--- src/rtl/hpt_pkg.sv ---
// hpt_pkg: shared state encoding and entry bit positions for the page
// table walker. Assumes 32-bit words and the entry layout in the brief.
package hpt_pkg;
    typedef enum logic [2:0] {
        ST_IDLE,
        ST_RD_TAG,
        ST_RD_LO,
        ST_WRBACK,
        ST_FIN
    } walk_state_t;

    localparam int VALID_BIT = 31;
    localparam int SEC_BIT   = 6;
    localparam int REF_BIT   = 8;
    localparam int CHG_BIT   = 7;
endpackage

--- src/rtl/hpt_hash.sv ---
// hpt_hash: forms the compare tag and the group byte address for the
// current pass. Pure combinational; assumes the group size is a power of 2.
module hpt_hash #(
    parameter int GROUP_LOG2 = 6
) (
    input  logic [31:0] ea_i,
    input  logic [31:0] seg_i,
    input  logic [31:0] base_i,
    input  logic [31:0] mask_i,
    input  logic        pass_i,
    output logic [30:0] tag_o,
    output logic [31:0] grp_addr_o
);
    logic [23:0] vsid;
    logic [15:0] pgidx;
    logic [31:0] hash;
    logic [31:0] hsel;

    // Hash, pass-dependent complement and masked group offset.
    always_comb begin
        vsid       = seg_i[23:0];
        pgidx      = ea_i[27:12];
        hash       = {8'h00, vsid ^ {8'h00, pgidx}};
        hsel       = pass_i ? ~hash : hash;
        tag_o      = {vsid, 1'b0, pgidx[15:10]};
        grp_addr_o = base_i | ((hsel << GROUP_LOG2) & mask_i);
    end
endmodule

--- src/rtl/hpt_match.sv ---
// hpt_match: decides whether a fetched first word hits the compare tag
// in the current pass. Assumes the tag carries zero in the flag position.
module hpt_match (
    input  logic [31:0] word_i,
    input  logic [30:0] tag_i,
    input  logic        pass_i,
    output logic        hit_o
);
    import hpt_pkg::*;

    // Valid bit, pass flag and tag bits must all agree.
    always_comb begin
        hit_o = word_i[VALID_BIT]
              && (word_i[SEC_BIT] == pass_i)
              && (word_i[30:SEC_BIT+1] == tag_i[30:SEC_BIT+1])
              && (word_i[SEC_BIT-1:0] == tag_i[SEC_BIT-1:0]);
    end
endmodule

--- src/rtl/hpt_seq.sv ---
// hpt_seq: walk controller. Latches the request, steps through the entries
// of each group, fetches and updates the second word on a hit, and drives
// the memory port. Assumes memory holds its response until ready is seen.
module hpt_seq #(
    parameter int GROUP_ENTRIES = 8,
    parameter int ENTRY_BYTES   = 8
) (
    input  logic        clk,
    input  logic        rst_n,
    input  logic        start_i,
    input  logic [31:0] ea_i,
    input  logic [31:0] seg_i,
    input  logic        wr_i,
    input  logic [31:0] base_i,
    input  logic [31:0] mask_i,
    output logic [31:0] ea_q_o,
    output logic [31:0] seg_q_o,
    output logic [31:0] base_q_o,
    output logic [31:0] mask_q_o,
    output logic        pass_o,
    input  logic [31:0] grp_addr_i,
    input  logic        match_i,
    output logic        mem_req_o,
    output logic        mem_we_o,
    output logic [31:0] mem_addr_o,
    output logic [31:0] mem_wdata_o,
    input  logic        mem_rdy_i,
    input  logic [31:0] mem_rdata_i,
    output logic        busy_o,
    output logic        done_o,
    output logic        hit_o,
    output logic [31:0] pte_lo_o,
    output logic [31:0] pte_addr_o,
    output logic [31:0] real_addr_o,
    output logic        wr_allow_o
);
    import hpt_pkg::*;

    localparam int IDX_W   = (GROUP_ENTRIES > 1) ? $clog2(GROUP_ENTRIES) : 1;
    localparam int ESH     = $clog2(ENTRY_BYTES);
    localparam int LO_OFF  = ENTRY_BYTES / 2;
    localparam logic [IDX_W-1:0] LAST_IDX = IDX_W'(GROUP_ENTRIES - 1);

    walk_state_t      st;
    logic [IDX_W-1:0] idx;
    logic             pass_q;
    logic             wr_q;
    logic [31:0]      ea_q, seg_q, base_q, mask_q;
    logic             hit_q, wal_q;
    logic [31:0]      lo_q, paddr_q;
    logic [31:0]      ent_addr;
    logic [31:0]      upd_word;

    // Address of the current entry's first word.
    always_comb begin
        ent_addr = grp_addr_i + (32'(idx) << ESH);
    end

    // Second word with the referenced bit and, for writes, the changed bit set.
    always_comb begin
        upd_word = mem_rdata_i;
        upd_word[REF_BIT] = 1'b1;
        if (wr_q) begin
            upd_word[CHG_BIT] = 1'b1;
        end
    end

    // Walk state machine and result registers.
    always_ff @(posedge clk) begin
        if (!rst_n) begin
            st      <= ST_IDLE;
            idx     <= '0;
            pass_q  <= 1'b0;
            wr_q    <= 1'b0;
            ea_q    <= '0;
            seg_q   <= '0;
            base_q  <= '0;
            mask_q  <= '0;
            hit_q   <= 1'b0;
            wal_q   <= 1'b0;
            lo_q    <= '0;
            paddr_q <= '0;
        end else begin
            case (st)
                ST_IDLE: begin
                    if (start_i) begin
                        ea_q    <= ea_i;
                        seg_q   <= seg_i;
                        wr_q    <= wr_i;
                        base_q  <= base_i;
                        mask_q  <= mask_i;
                        pass_q  <= 1'b0;
                        idx     <= '0;
                        hit_q   <= 1'b0;
                        wal_q   <= 1'b0;
                        lo_q    <= '0;
                        paddr_q <= '0;
                        st      <= ST_RD_TAG;
                    end
                end
                ST_RD_TAG: begin
                    if (mem_rdy_i) begin
                        if (match_i) begin
                            st <= ST_RD_LO;
                        end else if (idx == LAST_IDX) begin
                            if (!pass_q) begin
                                pass_q <= 1'b1;
                                idx    <= '0;
                            end else begin
                                st <= ST_FIN;
                            end
                        end else begin
                            idx <= idx + 1'b1;
                        end
                    end
                end
                ST_RD_LO: begin
                    if (mem_rdy_i) begin
                        hit_q   <= 1'b1;
                        wal_q   <= wr_q;
                        lo_q    <= upd_word;
                        paddr_q <= ent_addr;
                        st      <= (upd_word != mem_rdata_i) ? ST_WRBACK : ST_FIN;
                    end
                end
                ST_WRBACK: begin
                    if (mem_rdy_i) begin
                        st <= ST_FIN;
                    end
                end
                default: begin
                    st <= ST_IDLE;
                end
            endcase
        end
    end

    // Memory port and status outputs decoded from the state.
    always_comb begin
        mem_req_o   = (st == ST_RD_TAG) || (st == ST_RD_LO) || (st == ST_WRBACK);
        mem_we_o    = (st == ST_WRBACK);
        mem_addr_o  = (st == ST_RD_TAG) ? ent_addr : ent_addr + 32'(LO_OFF);
        mem_wdata_o = lo_q;
        busy_o      = (st != ST_IDLE) && (st != ST_FIN);
        done_o      = (st == ST_FIN);
    end

    // Result outputs.
    always_comb begin
        hit_o       = hit_q;
        wr_allow_o  = wal_q;
        pte_lo_o    = lo_q;
        pte_addr_o  = paddr_q;
        real_addr_o = hit_q ? {lo_q[31:12], ea_q[11:0]} : 32'h0;
        ea_q_o      = ea_q;
        seg_q_o     = seg_q;
        base_q_o    = base_q;
        mask_q_o    = mask_q;
        pass_o      = pass_q;
    end
endmodule

--- src/rtl/hpt_walker.sv ---
// hpt_walker: top of the hashed page table walker. Connects the hash unit,
// the entry matcher and the walk controller. Assumes a memory that answers
// one word per ready handshake.
module hpt_walker #(
    parameter int GROUP_ENTRIES = 8,
    parameter int ENTRY_BYTES   = 8
) (
    input  logic        clk,
    input  logic        rst_n,
    input  logic        start_i,
    input  logic [31:0] ea_i,
    input  logic [31:0] seg_i,
    input  logic        wr_i,
    input  logic [31:0] tbl_base_i,
    input  logic [31:0] tbl_mask_i,
    output logic        mem_req_o,
    output logic        mem_we_o,
    output logic [31:0] mem_addr_o,
    output logic [31:0] mem_wdata_o,
    input  logic        mem_rdy_i,
    input  logic [31:0] mem_rdata_i,
    output logic        busy_o,
    output logic        done_o,
    output logic        hit_o,
    output logic [31:0] pte_lo_o,
    output logic [31:0] pte_addr_o,
    output logic [31:0] real_addr_o,
    output logic        wr_allow_o
);
    localparam int GROUP_LOG2 = $clog2(GROUP_ENTRIES * ENTRY_BYTES);

    logic [31:0] ea_q, seg_q, base_q, mask_q;
    logic        pass;
    logic [30:0] tag;
    logic [31:0] grp_addr;
    logic        match;

    hpt_hash #(.GROUP_LOG2(GROUP_LOG2)) u_hash (
        .ea_i      (ea_q),
        .seg_i     (seg_q),
        .base_i    (base_q),
        .mask_i    (mask_q),
        .pass_i    (pass),
        .tag_o     (tag),
        .grp_addr_o(grp_addr)
    );

    hpt_match u_match (
        .word_i(mem_rdata_i),
        .tag_i (tag),
        .pass_i(pass),
        .hit_o (match)
    );

    hpt_seq #(
        .GROUP_ENTRIES(GROUP_ENTRIES),
        .ENTRY_BYTES  (ENTRY_BYTES)
    ) u_seq (
        .clk        (clk),
        .rst_n      (rst_n),
        .start_i    (start_i),
        .ea_i       (ea_i),
        .seg_i      (seg_i),
        .wr_i       (wr_i),
        .base_i     (tbl_base_i),
        .mask_i     (tbl_mask_i),
        .ea_q_o     (ea_q),
        .seg_q_o    (seg_q),
        .base_q_o   (base_q),
        .mask_q_o   (mask_q),
        .pass_o     (pass),
        .grp_addr_i (grp_addr),
        .match_i    (match),
        .mem_req_o  (mem_req_o),
        .mem_we_o   (mem_we_o),
        .mem_addr_o (mem_addr_o),
        .mem_wdata_o(mem_wdata_o),
        .mem_rdy_i  (mem_rdy_i),
        .mem_rdata_i(mem_rdata_i),
        .busy_o     (busy_o),
        .done_o     (done_o),
        .hit_o      (hit_o),
        .pte_lo_o   (pte_lo_o),
        .pte_addr_o (pte_addr_o),
        .real_addr_o(real_addr_o),
        .wr_allow_o (wr_allow_o)
    );
endmodule

--- config.mk ---
export PLATFORM = sky130hd
export DESIGN_NAME = hpt_walker
export DESIGN_NICKNAME = d
export VERILOG_FILES = /design/src/rtl/hpt_pkg.sv /design/src/rtl/hpt_hash.sv /design/src/rtl/hpt_match.sv /design/src/rtl/hpt_seq.sv /design/src/rtl/hpt_walker.sv
export SDC_FILE = /design/constraint.sdc
export NUM_CORES = 1
export LEC_CHECK = 0
export ABC_CLOCK_PERIOD_IN_PS = 4590
export CAP_MARGIN = 40
export CELL_PAD_IN_SITES_DETAIL_PLACEMENT = 1
export CELL_PAD_IN_SITES_GLOBAL_PLACEMENT = 1
export CORE_MARGIN = 4
export CORE_UTILIZATION = 35
export CTS_CLUSTER_DIAMETER = 50
export DETAILED_ROUTE_END_ITERATION = 16
export GPL_TIMING_DRIVEN = 1
export MAX_ROUTING_LAYER = met4
export PLACE_DENSITY = 0.94
export SYNTH_ARGS = -nofsm -noshare
export SYNTH_HDL_FRONTEND = slang
export SYNTH_HIERARCHICAL = 1
export SYNTH_SLANG_ARGS = --single-unit
--- constraint.sdc ---
create_clock -name clk -period 4.59 [get_ports clk]
set_clock_uncertainty 0.05 [all_clocks]
set_input_delay 0.918 -clock clk [delete_from_list [all_inputs] [get_ports clk]]
set_output_delay 0.918 -clock clk [all_outputs]
set_load 0.02 [all_outputs]
; After elaboration in Yosys (flattened, before gate mapping)
; Cells that the tools add are included.
[classes]
add_sub_neg = 3
eq_ne = 19
mux = 33
bitwise = 4
reduce_logical = 15
[op_table]
columns = cell, count
row1 = $mux 32, 5
row2 = $pmux 32 s2, 2
row3 = $mux 3, 13
row4 = $add 32x3->32 const B, 1
row5 = $add 32x6->32, 1
row6 = $and 32x32->32, 1
row7 = $or 32x32->32, 1
row8 = $mux 26, 1
row9 = $not 24->26, 1
row10 = $eq 24x24->1, 1
row11 = $xor 24x16->24, 1
row12 = $pmux 3 s4, 1
row13 = $reduce_and 5->1, 2
row14 = $ne 2x2->1 const B, 4
row15 = $mux 1, 7
row16 = $eq 3x2->1 const B, 2
row17 = $eq 3x3->1 const B, 2
row18 = $eq 6x6->1, 1
row19 = $ne 3x2->1 const B, 2
row20 = $ne 3x3->1 const B, 2
row21 = $pmux 1 s2, 3
row22 = $pmux 3 s2, 1
row23 = $reduce_and 6->1, 1
row24 = $logic_and 1x1->1, 4
row25 = other kinds (11), 14
[word_totals]
reg_bits = 190
input_bits = 165
output_inout_bits = 166
elab_cells = 86

; Logic depth before layout (Yosys ltp)
; Gate-level depths: netlist of the first run.
[logic_depth]
depth_word = 8
depth_mapped = 13
ltp_nobuf = 10

; By module
; The synthesis of the first run kept the hierarchy.
[modules_own_cells]
columns = mod, instances, cells_each, area_each_um2, seq_area_each_um2
row1 = hpt_seq, 1, 1201, 9651.8, 4023.9
row2 = hpt_hash, 1, 91, 957.2, 0.0
row3 = hpt_match, 1, 42, 356.6, 0.0

; Least setup slack after synthesis of the first run
; Ideal clock, no wire load.
[synth_timing]
kind = reg-to-output
startpoint = reg u_seq.pass_q (netlist: u_seq/pass_o)
endpoint = out mem_addr_o[31]
arrival_ns = 3.232
required_ns = 3.622
slack_ns = 0.390
path_stages_with_launch = 14
path_buffers = 4
path_cell_list = dfxtp_1 > buf_6 > buf_6 > xor3_1 > a21o_1 > clkbuf_1 > and4_1 > clkbuf_1 > a311o_1 > o32ai_1 > o21ai_1 > or2_0 > nor4_2 > xnor2_1
[synth_between]
elab_chain_cells = 6
[synth_lines]
columns = element, line
row1 = start: declaration, hpt_seq.sv:46  ; logic pass_q;
row2 = start signal: assignment, hpt_seq.sv:73  ; pass_q <= 1'b0;
row3 = start signal: assignment, hpt_seq.sv:92  ; pass_q <= 1'b0;
row4 = start signal: assignment, hpt_seq.sv:107  ; pass_q <= 1'b1;
row5 = $mux 26 *, hpt_hash.sv:24  ; hsel = pass_i ? ~hash : hash;
row6 = $and 32x32->32 *, hpt_hash.sv:26  ; grp_addr_o = base_i | ((hsel << GROUP_LOG2) & mask_i);
row7 = $or 32x32->32 *, hpt_hash.sv:26
row8 = via grp_addr[19], hpt_walker.sv:35  ; logic [31:0] grp_addr;
row9 = $add 32x6->32 *, hpt_seq.sv:56  ; ent_addr = grp_addr_i + (32'(idx) << ESH);
row10 = $add 32x3->32, hpt_seq.sv:142  ; mem_addr_o = (st == ST_RD_TAG) ? ent_addr : ent_addr + 32'(LO_OFF);
row11 = $mux 32 *, hpt_seq.sv:142
row12 = end: declaration, hpt_walker.sv:18  ; output logic [31:0] mem_addr_o,
; The timed path passes the listed nets; every way through them passes the cells marked *.

; Worst setup path after layout of the first run
[layout_timing]
startpoint = reg u_seq.base_q[3] (netlist: u_seq/base_q_o[3])
endpoint = out mem_addr_o[24]
[layout_between]
elab_chain_cells = 4
[layout_lines]
columns = element, line
row1 = start: declaration, hpt_seq.sv:48  ; logic [31:0] ea_q, seg_q, base_q, mask_q;
row2 = start signal: assignment, hpt_seq.sv:90  ; base_q <= base_i;
row3 = $or 32x32->32 *, hpt_hash.sv:26
row4 = $add 32x6->32 *, hpt_seq.sv:56
row5 = $add 32x3->32, hpt_seq.sv:142
row6 = $mux 32 *, hpt_seq.sv:142
; Mark *: on every way between the ends. The rest lies on a longest branch, timed or not.

==> results of run 1 <==
[flip-flops by register name, summed over array words and instances, names as in the netlist]
register	flops
u_seq/idx	3
u_seq/mem_wdata_o	32
u_seq/seg_q_o	24
u_seq/ea_q_o	28
u_seq/pass_o	1
u_seq/base_q_o	32
u_seq/wr_q	1
u_seq/st	3
u_seq/pte_addr_o	32
u_seq/mask_q_o	26
u_seq/wr_allow_o	1
[path summary, 6_finish.rpt]
kind,start,endpoint,slack (ps),depth (start not counted)
hold / removal,u_seq/mask_q_o[13],u_seq/mask_q_o[13],420,2
hold reg to reg,u_seq/mask_q_o[13],u_seq/mask_q_o[13],420,2
setup / recovery,u_seq/base_q_o[3],mem_addr_o[24],-160,12
setup reg to reg,u_seq/pass_o,u_seq/pte_addr_o[31],1260,16
[power by group]
| part | total (W) | internal, W | switching (W) | leakage [nW] |
|---|---|---|---|---|
| sequential | 0.00191 | 0.00176 | 0.000152 | 1.49 |
| clock | 0.00155 | 0.000751 | 0.000797 | 0.299 |
| combinational | 0.00229 | 0.000991 | 0.00130 | 4.24 |
[through the flow]
step	util, %	total power [W]
global route	52.7	0.00602
floorplan	-	0.00318
detailed placement	48.0	0.00405
finish	52.7	0.00575
global placement	47.9	0.00398
CTS	52.0	0.00569
[layer usage]
| layer | global-route usage, % | vias up | wire length [µm] |
|---|---|---|---|
| met3 | 4.85 | 124 | 2460 |
| met5 | - | - | 0 |
| met1 | 28.5 | 5026 | 16800 |
| li1 | - | 4777 | - |
| met4 | 12.0 | 0 | 1920 |
| met2 | 44.3 | 425 | 21300 |
[cell type report]
type	count	area (µm²)
clock inverter	15	196
sequential	183	3670
multi-input combinational	906	6090
tap	384	480
antenna	2	5.00
fill	3335	13700
clock buffer	17	425
timing repair buffer	462	4350
inverter	7	26.3
[cell usage in the layout (no fill, tap or decap), drive strengths merged, types with 8 or more instances in the layout]
master         instances
nand2                289
clkdlybuf4s50        287
dfxtp                183
buf                  171
a21boi               151
nand3                 84
and2                  64
xor2                  56
xnor2                 36
o21ai                 34
nor2                  32
a21o                  28
clkbuf                18
nor4                  18
xor3                  16
inv                   14
nand4                 12
nor3                  11
clkinv                 8
[timing repair]
item / in CTS / in global routing
pin swaps: 63 / 25
cloned: 2 / 0
endpoints found under the setup margin: 24 / 24
gates resized for setup: 148 / 64
buffers inserted: 35 / 13
[tightest hold or removal path, stage by stage (launching register included)]
cell and delay (ps):
dfxtp_1 310, nand2_1 50, a21boi_0 60
==> results.py, run 1 <==
metrics = {
    "status": {
        "status": "complete, but fails checks",
        "violations": "negative setup slack",
    },
    "cts": {
        "clock_sinks": 183,
        "postCtsHoldBufs": 0,
        "path_clk_slew_ps": 80,
        "cts_made_buffers": 17,
        "cts.htree.levels": 4,
        "clock_latency_ps": 450,
        "cts_tree": "yes",
        "clockBufferDepth": 2,
        "cts-root-buf": "clkbuf_16",
    },
    "critical_path": {
        "path_cells": "ha_1 > fa_1 > a21oi_2 > nor2_2 > buf_6 > nor4_4 > o21ai_4 > nor4_4 > nand2_2 > nor4b_4 > xnor2_2 > buf_6",
        "start_kind": "register",
        "cp_slowest_stage_delay_ps": 440,
        "critPathBufInv": 2,
        "crit_type": "register to primary output",
        "critPathArrivalTime_ps": 3780,
        "crit_slowest_cell": "fa_1",
        "cp_top_family": "simple AND/OR/NAND/NOR gates",
        "critPathMaxFanout": 5,
        "crit_path_end_kind": "primary output",
        "cp.required_ps": 3620,
    },
    "power": {
        "leakagePower_nw": 6.03,
        "power.density_mw_per_mm2": 377,
        "peakVddDrop_mv": 0.247,
    },
    "timing": {
        "tns_ps": -791,
        "period_share_pct": 103,
        "period_minus_slack_ps": 4750,
        "whs_ps": 420,
        "slew_violations": 0,
        "max_freq_ghz": 0.211,
        "finalSetupViolations": 10,
        "setup_ws_ps": -158,
        "worst_pin_slew_ps": 826,
        "rsz0062_at_grt": "true",
        "max_slew_margin_pct": 44.9,
        "hold_viol_final": 0,
    },
    "yosys": {
        "ys_warn_count": 6,
        "syn_inst": 1260,
        "syn_area_mm2": 0.0103,
        "avgSynthCellArea_um2": 8.19,
        "syn_nets": 1432,
    },
    "floorplan": {
        "die_w_um": 180,
        "num_rows": 62,
        "design.core.area_mm2": 0.0289,
        "start_util_pct": 35.7,
        "die_area_mm2": 0.0323,
        "die-height_um": 180,
        "pin_count": 331,
    },
    "placed_design": {
        "placed_area_mm2": 0.0139,
        "dp.cells": 1897,
        "place.port_buffers": 312,
        "dp_hpwl_um": 29700,
        "gp_congestion": 0.853,
        "place_ws_ps": -281,
    },
    "cells_and_area": {
        "layout-drive-gt1-share_pct": 18.1,
        "fin_nets": 1749,
        "final_area_mm2": 0.0153,
        "syn2layout_area_growth_pct": 47.8,
        "layoutNonFillerInstCount": 1976,
    },
    "global_route": {
        "antenna_found_initial": 2,
        "grt_pass1_vias": 11034,
        "grt_max_degree": 93,
        "track_usage_pct": 25.6,
        "grt_pass1_wl_um": 63600,
        "grt_remaining_overflow": 0,
    },
    "drt": {
        "drt-wirelength-per-cell_um": 21.5,
        "via_count": 10352,
        "firstDrtPassIters": 5,
        "drc": 0,
        "routed_via_density": 5.24,
        "wl_um": 42500,
        "antenna_left": 0,
        "drt_iter0_markers": 646,
    },
    "job": {
        "maxCapViolCount": 0,
    },
    "worst_hold_path": {
        "hold_class": "register to register",
    },
}
No activity file was read; power rests on OpenSTA's default activity.
==> inputs of run 2 (changes only) <==
- CTS_CLUSTER_DIAMETER: 50 -> not set
==> results of run 2 <==
The final DEF is identical to that of run 1; final timing and power are the same.
==> inputs of run 3 (changes only) <==
- CTS_BUF_LIST: not set -> sky130_fd_sc_hd__clkbuf_4 sky130_fd_sc_hd__clkbuf_8
==> run 3 against run 2 <==
  * The flow still finishes with violations (negative setup slack)
  * Die area unchanged
  * Setup slack got worse by 110 ps
  * Clock power decreased by 23%
  * Count of clock-buffer cells in the layout unchanged
  * Power decreased by 5.7%
  * Critical path type unchanged
  * Largest cell class unchanged
  * Highest routed layer unchanged
==> results.py, run 3 (synthesized netlist as in run 1, its figures left out) <==
metrics = {
    "cts": {
        "path_clk_slew_ps": 110,
        "cts_tree": "yes",
        "clockBufferDepth": 2,
        "clock_latency_ps": 490,
        "cts.htree.levels": 4,
        "clock_sinks": 183,
        "cts-root-buf": "clkbuf_8",
        "cts_made_buffers": 17,
    },
    "critical_path": {
        "cp.required_ps": 3620,
        "critPathMaxFanout": 7,
        "crit_slowest_cell": "or3_4",
        "crit_path_frequent_cell": "buf_4",
        "start_kind": "register",
        "critPathArrivalTime_ps": 3890,
        "crit_type": "register to primary output",
        "path_cells": "buf_12 > xor3_1 > a21o_1 > nand2_2 > or3_4 > buf_4 > nor4b_1 > o21ai_1 > a21oi_2 > buf_4 > nand4_1 > nor2_1 > xnor2_1 > buf_4",
        "cp_slowest_stage_delay_ps": 470,
        "crit_path_end_kind": "primary output",
    },
    "timing": {
        "setup_ws_ps": -264,
        "max_slew_margin_pct": 44.9,
        "max_freq_ghz": 0.206,
        "rsz0062_at_grt": "true",
        "finalSetupViolations": 17,
        "hold_viol_final": 0,
        "period_minus_slack_ps": 4850,
        "period_share_pct": 106,
        "worst_pin_slew_ps": 827,
        "slew_violations": 0,
    },
    "global_route": {
        "grt_remaining_overflow": 0,
        "track_usage_pct": 25.1,
        "grt_pass1_vias": 10952,
        "antenna_found_initial": 2,
        "grt_max_degree": 93,
        "grt_pass1_wl_um": 62800,
    },
    "power": {
        "leakagePower_nw": 5.90,
        "peakVddDrop_mv": 0.241,
        "power.density_mw_per_mm2": 361,
    },
    "floorplan": {
        "design.core.area_mm2": 0.0289,
        "num_rows": 62,
        "die_w_um": 180,
        "pin_count": 331,
        "start_util_pct": 35.7,
        "die_area_mm2": 0.0323,
        "die-height_um": 180,
    },
    "cells_and_area": {
        "syn2layout_area_growth_pct": 45.4,
        "layoutNonFillerInstCount": 1970,
        "layout-drive-gt1-share_pct": 17.8,
        "fin_util_pct": 51.9,
        "fin_nets": 1743,
        "final_common_cell": "clkdlybuf4s50_1",
        "final_cell_mix": "clkdlybuf4s50_1 (287), nand2_1 (281), dfxtp_1 (182)",
    },
    "placed_design": {
        "dp_hpwl_um": 29700,
        "place.port_buffers": 312,
        "dp.cells": 1897,
        "gp_congestion": 0.853,
    },
    "drt": {
        "drc": 0,
        "drt_iter0_markers": 734,
        "firstDrtPassIters": 5,
        "drt-wirelength-per-cell_um": 21.9,
        "via_count": 10420,
        "wl_um": 43100,
        "antenna_left": 0,
        "routed_via_density": 5.29,
    },
    "worst_hold_path": {
        "hold_class": "register to register",
    },
    "status": {
        "status": "complete, but fails checks",
        "violations": "negative setup slack",
    },
    "job": {
        "maxCapViolCount": 0,
    },
}
-- run 3: report_power, final --
group	switching, W	internal, W
Clock	0.000760	0.000430
Combinational	0.00130	0.00101
Sequential	0.000154	0.00176
-- run 3: worst max-delay path: cells and delay by family, from the launching register on --
family,cells,cell delay (ps)
XOR/XNOR,2,540
buffers and inverters,4,690
AO/OA/AOI/OAI,3,540
AND/OR/NAND/NOR,5,1290
flip-flops,1,350
-- run 3: worst paths after layout --
check | slack (ps) | depth (start not counted) | startpoint | to
worst max-delay path | -260 | 14 | u_seq/pass_o | mem_addr_o[30]
worst min-delay path | 420 | 2 | u_seq/mask_q_o[13] | u_seq/mask_q_o[13]
worst max register to register | 1200 | 15 | u_seq/pass_o | u_seq/pte_addr_o[30]
worst min register to register | 420 | 2 | u_seq/mask_q_o[13] | u_seq/mask_q_o[13]
-- run 3: layout make-up --
class / instances / area (µm²)
timing repair buffer: 456 / 4290
clock buffer: 17 / 234
inverter: 7 / 26.3
clock inverter: 15 / 196
multi-input combinational: 906 / 6110
antenna: 2 / 5.00
sequential: 183 / 3660
tap: 384 / 480
fill: 3340 / 13900
-- run 3: layer usage --
metal | track usage, % | part of all wire, % | routed length, µm | up-vias
met1 | 28.5 | 40 | 17100 | 5051
met2 | 43.9 | 50 | 21400 | 487
met5 | - | 0 | 0 | -
met3 | 4.63 | 6.2 | 2680 | 124
li1 | - | - | - | 4758
met4 | 9.78 | 4.4 | 1910 | 0
-- run 3: per-stage QoR --
| step | hold slack (ps) | area [µm²] | TNS, ps | total power, W | setup slack, ps |
|---|---|---|---|---|---|
| global placement | 399 | 13900 | -1890 | 0.00398 | -236 |
| floorplan | 389 | 10300 | 0 | 0.00318 | 390 |
| CTS | 426 | 14800 | -1500 | 0.00532 | -174 |
| detailed placement | 411 | 13900 | -2700 | 0.00405 | -281 |
| global route | 445 | 15000 | -5760 | 0.00568 | -428 |
| finish | 424 | 15000 | -2580 | 0.00542 | -264 |
-- run 3: what timing repair did --
item                       in CTS  in global routing
setup buffers                  32                  8
setup endpoints to repair      24                 24
gates resized for setup       154                 64
pin swaps                      52                 29
hold buffers                    0                  0
